$ cat src/rtl/tag_dir2w.sv
module tag_dir2w #(
  parameter int ADDR_W = 16,
  parameter int OFF_W  = 6,
  parameter int SET_W  = 4
) (
  input  logic                           clk,
  input  logic                           rst_n,
  input  logic                           lk_valid,
  input  logic [ADDR_W-1:0]              lk_addr,
  input  logic                           fill_en,
  input  logic [SET_W-1:0]               fill_set,
  input  logic                           fill_way,
  input  logic [ADDR_W-OFF_W-SET_W-1:0]  fill_tag,
  output logic                           busy,
  output logic                           res_valid,
  output logic                           res_hit,
  output logic                           res_way,
  output logic                           res_victim
);
  localparam int TAG_W = ADDR_W - OFF_W - SET_W;
  localparam int SETS  = 1 << SET_W;
  localparam logic [TAG_W-1:0] EMPTY = '1;

  logic [TAG_W-1:0] way0_q [SETS];
  logic [TAG_W-1:0] way1_q [SETS];
  logic [SETS-1:0]  lru_q;
  logic [SET_W-1:0] clr_q;
  logic             busy_q;

  wire [TAG_W-1:0] lk_tag = lk_addr[ADDR_W-1 -: TAG_W];
  wire [SET_W-1:0] lk_set = lk_addr[OFF_W +: SET_W];
  wire lk_go   = lk_valid & ~busy_q;
  wire fill_go = fill_en & ~busy_q & (fill_tag != EMPTY);

  wire [TAG_W-1:0] f_old0 = way0_q[fill_set];
  wire [TAG_W-1:0] f_old1 = way1_q[fill_set];
  wire [TAG_W-1:0] f_new0 = fill_way ? ((f_old0 == fill_tag) ? EMPTY : f_old0) : fill_tag;
  wire [TAG_W-1:0] f_new1 = fill_way ? fill_tag : ((f_old1 == fill_tag) ? EMPTY : f_old1);

  wire same_set = fill_go & (fill_set == lk_set);
  wire [TAG_W-1:0] e0 = same_set ? f_new0 : way0_q[lk_set];
  wire [TAG_W-1:0] e1 = same_set ? f_new1 : way1_q[lk_set];
  wire e_lru = same_set ? ~fill_way : lru_q[lk_set];

  wire m0 = (e0 == lk_tag) & (lk_tag != EMPTY);
  wire m1 = (e1 == lk_tag) & (lk_tag != EMPTY);
  wire victim = (e0 == EMPTY) ? 1'b0 : (e1 == EMPTY) ? 1'b1 : e_lru;

  assign busy = busy_q;

  always_ff @(posedge clk or negedge rst_n) begin
    if (!rst_n) begin
      busy_q     <= 1'b1;
      clr_q      <= '0;
      res_valid  <= 1'b0;
      res_hit    <= 1'b0;
      res_way    <= 1'b0;
      res_victim <= 1'b0;
    end else begin
      if (busy_q) begin
        clr_q <= clr_q + 1'b1;
        if (clr_q == '1) busy_q <= 1'b0;
      end
      res_valid <= lk_go;
      if (lk_go) begin
        res_hit    <= m0 | m1;
        res_way    <= m1;
        res_victim <= victim;
      end
    end
  end

  always_ff @(posedge clk) begin
    if (busy_q) begin
      way0_q[clr_q] <= EMPTY;
      way1_q[clr_q] <= EMPTY;
      lru_q[clr_q]  <= 1'b0;
    end else begin
      if (fill_go) begin
        way0_q[fill_set] <= f_new0;
        way1_q[fill_set] <= f_new1;
        lru_q[fill_set]  <= ~fill_way;
      end
      if (lk_go && (m0 || m1) && !same_set)
        lru_q[lk_set] <= m0;
    end
  end
endmodule

$ cat config.mk
export PLATFORM = sky130hd
export DESIGN_NAME = tag_dir2w
export DESIGN_NICKNAME = d
export VERILOG_FILES = /design/src/rtl/tag_dir2w.sv
export SDC_FILE = /design/constraint.sdc
export NUM_CORES = 1
export LEC_CHECK = 0
export ABC_CLOCK_PERIOD_IN_PS = 5000
export BUFFER_PORTS_ARGS = -buffer_cell sky130_fd_sc_hd__buf_2
export CELL_PAD_IN_SITES_DETAIL_PLACEMENT = 2
export CELL_PAD_IN_SITES_GLOBAL_PLACEMENT = 2
export CORE_MARGIN = 10
export CORE_UTILIZATION = 45
export DETAILED_ROUTE_END_ITERATION = 10
export PLACE_DENSITY = 0.79
export SYNTH_ARGS = -nofsm -noshare
export SYNTH_HDL_FRONTEND = slang
export SYNTH_SLANG_ARGS = --single-unit
$ cat constraint.sdc
create_clock -name clk -period 5 [get_ports clk]
set_input_delay 0.5 -clock clk [delete_from_list [all_inputs] [get_ports clk]]
set_output_delay 0.5 -clock clk [all_outputs]
set_load 0.01 [all_outputs]
==> impl_metrics.yaml, run 1 <==
status:
  status: "finished, final reports clean"
power_and_ir_drop:
  p_leak_uw: 0.004897
  clockPowerShare: 0.416
  p_total_uw: 4828
  switching_share: 0.2674
  vdd_drop_max_mv: 0.3258
  power_frac_comb: 0.152
  p_seq_frac: 0.431
  power.internal_uw: 3537
  power_density_nw_per_um2: 340.6
  p_switching_uw: 1291
sta:
  setup_violations: 0
  hold_viol: 0
  fmax_mhz: 226.8
  grt_setup_unrepaired: "no"
  fin_tns_setup_ns: 0
  finalCritPeriodShare: 0.8818
  period_minus_slack_ns: 4.409
  final_max_slew_viol_count: 0
  setup_slack_ns: 0.5910
  max_slew_margin: 0.2122
  skew_ns: 0.01055
  worst_pin_slew_ns: 1.177
setup_path:
  critPathKind: "input pin to flop"
  path_delay_family: "compound AO/OA/AOI/OAI gates"
  worstPathMaxFanout: 26
  crit_chain: "buf_2 -> buf_12 -> nor2b_1 -> buf_4 -> a22oi_1 -> a21o_1 -> and3b_1 -> o21ai_1 -> o211ai_1 -> a221o_1 -> nor4_4 -> a311o_1"
  endpoint_kind: "flop"
  critical_path_required_ns: 5.49
  critPathLaunchType: "input pin"
  ff2ff_setup_slack_ns: 0.95
  critPathSlowestCell: "nor4_4"
  max_stage_delay_ns: 0.83
  cp.arrival_ns: 4.90
  path_buf_inv: 3
yosys:
  synth_adder_area_share: 0.003965
  synth_compound_area_frac: 0.1310
  ys_warn_count: 0
  synth_edf_count: 192
  async_reset_ff_frac: 0.04147
  ys_seq_area_frac: 0.5000
  synth.distinct_cells: 86
  synthMuxAreaShare: 0.2059
  synthFlopType: "edfxtp_1"
  netlist_area_sq_um: 12620
  syn_avg_cell_area_sq_um: 12.92
  syn_nets: 1012
  synth_xor_area_frac: 0.01388
  synth_seq_cells: 217
  synth_top_family_by_area: "multiplexers"
  synth-simple-area-share: 0.1091
  syn-instance-count: 977
global_routing:
  grt-ovfl-total: 0
  grt_use_total: 0.2753
  grt_pass1_vias: 10560
  grt_max_degree: 35
  antenna_found_initial: 1
  grt_pass1_wl_microns: 72520
drt:
  wirelength_microns: 49320
  drcViolationCount: 0
  ant_nets: 0
  wl_per_cell_microns: 35.08
  vias_per_cell: 6.986
  vias: 9823
  drt_iter0_markers: 920
  drt_first_pass_iters: 5
layout:
  stdcell_area_sq_um: 14170
  layout_commonest_cell: "edfxtp_1"
  fillers: 2640
  nets: 1044
  area_growth_syn_to_layout_pct: 12.29
  drive_gt1_frac: 0.2162
  layout_common_cells: "edfxtp_1 (192), mux4_2 (72), mux2i_1 (71)"
clocking:
  numCtsBuffers: 26
  cts_tree: "done"
  root_buffer: "clkbuf_16"
  clk_pin_slew_ns: 0.07
  clkLatencyLatePin_ns: 0.56
  cts_setup_buffers: 0
  cts_buffer_depth: 3
  htree_levels: 1
  cts_sinks: 217
place:
  dp.final_hpwl_microns: 33010
  port-buffer-count: 29
  gp_congestion: 0.9001
  pre_cts_ws_ns: 0.1737
  placed_area_sq_um: 13260
run:
  max-cap-violations: 0
floorplanning:
  die_x_microns: 187.5
  die_h_microns: 187.5
  num_rows: 61
  initial_utilization: 0.4556
  fp.coreArea_sq_um: 27710
  num_io_pins: 36
  die-area_sq_um: 35150
hold_path:
  hp-class: "input pin to flop"
layer usage:
layer,wire length [microns],global-route usage,part of all wire
met5,0,0,0
met4,2527,0.1385,0.051
met3,4221,0.05761,0.086
met2,23510,0.4447,0.48
met1,19070,0.3440,0.39
worst reg2reg max path, cell delays in order, from the launching register on:
cell and delay [ns]:
edfxtp_1 0.43, mux4_2 0.48, mux2i_1 0.42, or3b_2 0.21, o2111ai_1 0.25, nand4bb_1 0.37
o21ai_0 0.42, xnor2_1 0.16, and3_1 0.58, a41oi_1 0.25, a311o_1 0.36
per-stage QoR:
step / hold slack, ns / instances / util
after floorplan: 0.2044 / 977 / -
after global placement: 0.3636 / 1358 / 0.4787
after detailed placement: 0.3682 / 1358 / 0.4787
after CTS: 0.3162 / 1405 / 0.5115
after global routing: 0.3520 / 1405 / 0.5115
final: 0.3189 / 1406 / 0.5116
cell usage after synthesis, types with 9 or more instances:
cell type,number,area (sq um)
dfxtp_1,16,320.3
xor2_1,9,78.83
mux4_2,72,1622
and2_1,13,81.33
edfxtp_1,192,5766
o21ai_0,32,160.2
o31ai_1,14,105.1
xnor2_1,11,96.34
buf_2,18,90.09
nor2_1,60,225.2
nand2_1,70,262.8
nand3_1,27,135.1
a41oi_1,16,140.1
a311o_1,11,110.1
clkbuf_1,42,157.7
a21oi_1,36,180.2
nor3_1,12,60.06
a22oi_1,34,255.2
nor2b_1,16,100.1
mux2i_1,71,710.7
nand2b_1,9,56.30
timing repair:
action                    in CTS  in global routing
hold buffers                   1                  0
hold endpoints to repair       8                  0
resized for setup              0                  0
path summary, 6_finish.rpt:
kind / startpoint / cells past startpoint / to
worst min register to register: res_way / 1 / res_way
max in group asynchronous: rst_n / 2 / busy
worst max register to register: way1_q[15][1] / 10 / lru_q[1]
worst max-delay path: fill_set[1] / 12 / lru_q[2]
worst min-delay path: lk_valid / 3 / res_valid
min in group asynchronous: rst_n / 2 / res_victim
sequential cells by signal (all words and copies together) (netlist names):
register    cells
res_victim      1
clr_q           4
res_hit         1
res_valid       1
way0_q         96
way1_q         96
busy            1
lru_q          16
res_way         1
area by class of cell:
type	count	area, sq um	share of cell area
flip-flops and latches	217	6312	0.4453
clock buffers	29	661.9	0.04669
diodes	1	2.502	0.0001765
multi-input cells	671	5858	0.4133
inverters	8	30.03	0.002118
well taps	378	473.0	0.03337
repair buffers	85	598.1	0.04219
clock inverters	17	239.0	0.01686
power groups by stage:
| stage | Sequential, uW | Combinational, uW | Clock [uW] |
|---|---|---|---|
| detailed placement | 2120 | 708 | 0 |
| global route | 2090 | 784 | 2090 |
| floorplan | 2100 | 486 | 0 |
| global placement | 2110 | 677 | 0 |
| finish | 2080 | 735 | 2010 |
| CTS | 2080 | 723 | 2030 |
kinds of logic (layout without fill, tap and decap cells):
kind of cell	count (synthesis)	in the layout
AO/OA/AOI/OAI	225	225
buffers and inverters	89	139
multiplexers	159	159
AND/OR/NAND/NOR	263	263
XOR/XNOR	20	20
flip-flops	217	217
adder cells (fa/ha/maj)	4	4
other	0	1
Power figures use the tool's default switching activity.
==> run 2, diff against run 1 <==
--- a/config.mk
+++ b/config.mk
@@ -6,10 +6,10 @@
 export NUM_CORES = 1
 export LEC_CHECK = 0
 export ABC_CLOCK_PERIOD_IN_PS = 5000
-export BUFFER_PORTS_ARGS = -buffer_cell sky130_fd_sc_hd__buf_2
+export BUFFER_PORTS_ARGS = -buffer_cell sky130_fd_sc_hd__clkbuf_2
 export CELL_PAD_IN_SITES_DETAIL_PLACEMENT = 2
 export CELL_PAD_IN_SITES_GLOBAL_PLACEMENT = 2
-export CORE_MARGIN = 10
+export CORE_MARGIN = 2
 export CORE_UTILIZATION = 45
 export DETAILED_ROUTE_END_ITERATION = 10
 export PLACE_DENSITY = 0.79
==> impl_metrics.yaml, run 2 (synthesized netlist as in run 1, its figures left out) <==
status:
  status: "finished, final reports clean"
drt:
  vias: 9738
  drcViolationCount: 0
  drt_iter0_markers: 1104
  ant_nets: 0
  drt_first_pass_iters: 5
  wl_per_cell_microns: 34.11
  vias_per_cell: 6.911
  wirelength_microns: 48070
layout:
  drive_gt1_frac: 0.2214
  layout.cells.non_filler: 1409
  reg_top3: "way0_q: 96 flops, way1_q: 96 flops, lru_q: 16 flops"
  nets: 1045
  layout_commonest_cell: "edfxtp_1"
  area_growth_syn_to_layout_pct: 12.76
  multiInputGateArea_sq_um: 5868
  fillers: 2665
  seqCellArea_sq_um: 6312
  layout_common_cells: "edfxtp_1 (192), mux4_2 (72), mux2i_1 (71)"
clocking:
  cts_sinks: 217
  cts_resized: 0
  cts_buffer_depth: 3
  clk_pin_slew_ns: 0.06
  clkLatencyLatePin_ns: 0.56
  root_buffer: "clkbuf_16"
  numCtsBuffers: 26
  cts_tree: "done"
  htree_levels: 1
global_routing:
  grt_pass1_wl_microns: 70940
  antenna_found_initial: 0
  grt_pass1_vias: 10340
  grt_use_total: 0.3353
  grt-ovfl-total: 0
  grt_max_degree: 47
setup_path:
  critPathSlowestCell: "nor2_1"
  cp.arrival_ns: 4.44
  critPathLaunchType: "input pin"
  path_delay_family: "compound AO/OA/AOI/OAI gates"
  endpoint_kind: "flop"
  crit_chain: "clkbuf_2 -> buf_12 -> nor2_1 -> a22oi_1 -> a21o_1 -> and3b_1 -> o21ai_1 -> o211ai_1 -> a221o_1 -> nor4_2 -> a31o_1 -> a2bb2oi_1"
  max_stage_delay_ns: 0.66
  worstPathMaxFanout: 46
  critPathKind: "input pin to flop"
  critical_path_required_ns: 5.46
  path_buf_inv: 2
power_and_ir_drop:
  power_frac_comb: 0.149
  p_seq_frac: 0.425
  switching_share: 0.2671
  p_total_uw: 4898
  p_switching_uw: 1308
  vdd_drop_max_mv: 0.3026
  power_density_nw_per_um2: 344.1
  power.internal_uw: 3590
  clockPowerShare: 0.426
  p_leak_uw: 0.004940
sta:
  finalCritPeriodShare: 0.7951
  setup_slack_ns: 1.024
  fmax_mhz: 251.5
  skew_ns: 0.02129
  grt_setup_unrepaired: "no"
  worst_pin_slew_ns: 1.182
  hold_viol: 0
  setup_violations: 0
  period_minus_slack_ns: 3.976
  final_max_slew_viol_count: 0
  max_slew_margin: 0.2094
  fin_tns_setup_ns: 0
place:
  port-buffer-count: 29
  dp_cells: 1359
  gp_congestion: 0.8629
  pre_cts_ws_ns: 0.5618
  dp.final_hpwl_microns: 32940
floorplanning:
  die-area_sq_um: 29410
  fp.coreArea_sq_um: 27710
  num_io_pins: 36
  die_h_microns: 171.5
  die_x_microns: 171.5
  initial_utilization: 0.4556
  num_rows: 61
run:
  max-cap-violations: 0
hold_path:
  hp-class: "input pin to flop"
run 2: cell types whose count changed in the layout (fill, tap and decap cells not counted), sizes merged:
cell | previous run | this run
buf | 84 | 58
clkbuf | 29 | 54
clkinv | 10 | 12
bufinv | 5 | 6
clkinvlp | 3 | 4
run 2: what timing repair did:
| item | 4_1_cts | 5_1_grt |
|---|---|---|
| hold endpoints to repair | 8 | 0 |
| hold buffers | 1 | 0 |
| setup buffers | 0 | 0 |
run 2: path summary, 6_finish.rpt:
| kind | from | to | slack, ns | cells after the start |
|---|---|---|---|---|
| min | lk_valid | res_way | 0.33 | 3 |
| max reg2reg | way0_q[15][3] | lru_q[12] | 1.21 | 10 |
| max in group asynchronous | rst_n | busy | 4.35 | 2 |
| max | fill_set[1] | lru_q[12] | 1.02 | 12 |
| min reg2reg | lru_q[14] | lru_q[14] | 0.48 | 2 |
| min in group asynchronous | rst_n | res_victim | 0.37 | 2 |
run 2: stage by stage:
| step | instance area, sq um | utilization | hold WS (ns) |
|---|---|---|---|
| after detailed placement | 13280 | 0.4793 | 0.3932 |
| final | 14230 | 0.5138 | 0.3341 |
| after global routing | 14230 | 0.5137 | 0.3537 |
| after CTS | 14230 | 0.5137 | 0.3307 |
| after global placement | 13280 | 0.4793 | 0.3882 |
| after floorplan | 12620 | - | 0.2044 |
run 2: area by class of cell:
class                      instances  share of cell area
clock inverter                    21             0.02022
antenna                            1           0.0001758
tap                              378             0.03323
inverter                           8            0.002110
clock buffer                      27             0.04597
multi-input combinational        671              0.4123
sequential                       217              0.4435
timing repair buffer              86             0.04255
run 2: tightest hold or removal path: stages:
cell and delay, ns:
clkbuf_2 0.08, nand2_1 0.13, a21o_1 0.14
run 2: power groups by stage:
| stage | clock network, uW | logic (uW) | registers [uW] |
|---|---|---|---|
| after floorplan | 0 | 486 | 2100 |
| after global placement | 0 | 672 | 2110 |
| after detailed placement | 0 | 707 | 2120 |
| after CTS | 2100 | 718 | 2080 |
| after global routing | 2170 | 775 | 2090 |
| final | 2090 | 728 | 2080 |
run 2: metal layers:
layer,share of wire,global-route usage
met1,0.40,0.4418
met2,0.49,0.5560
met3,0.070,0.05752
met4,0.041,0.1279
met5,0,0
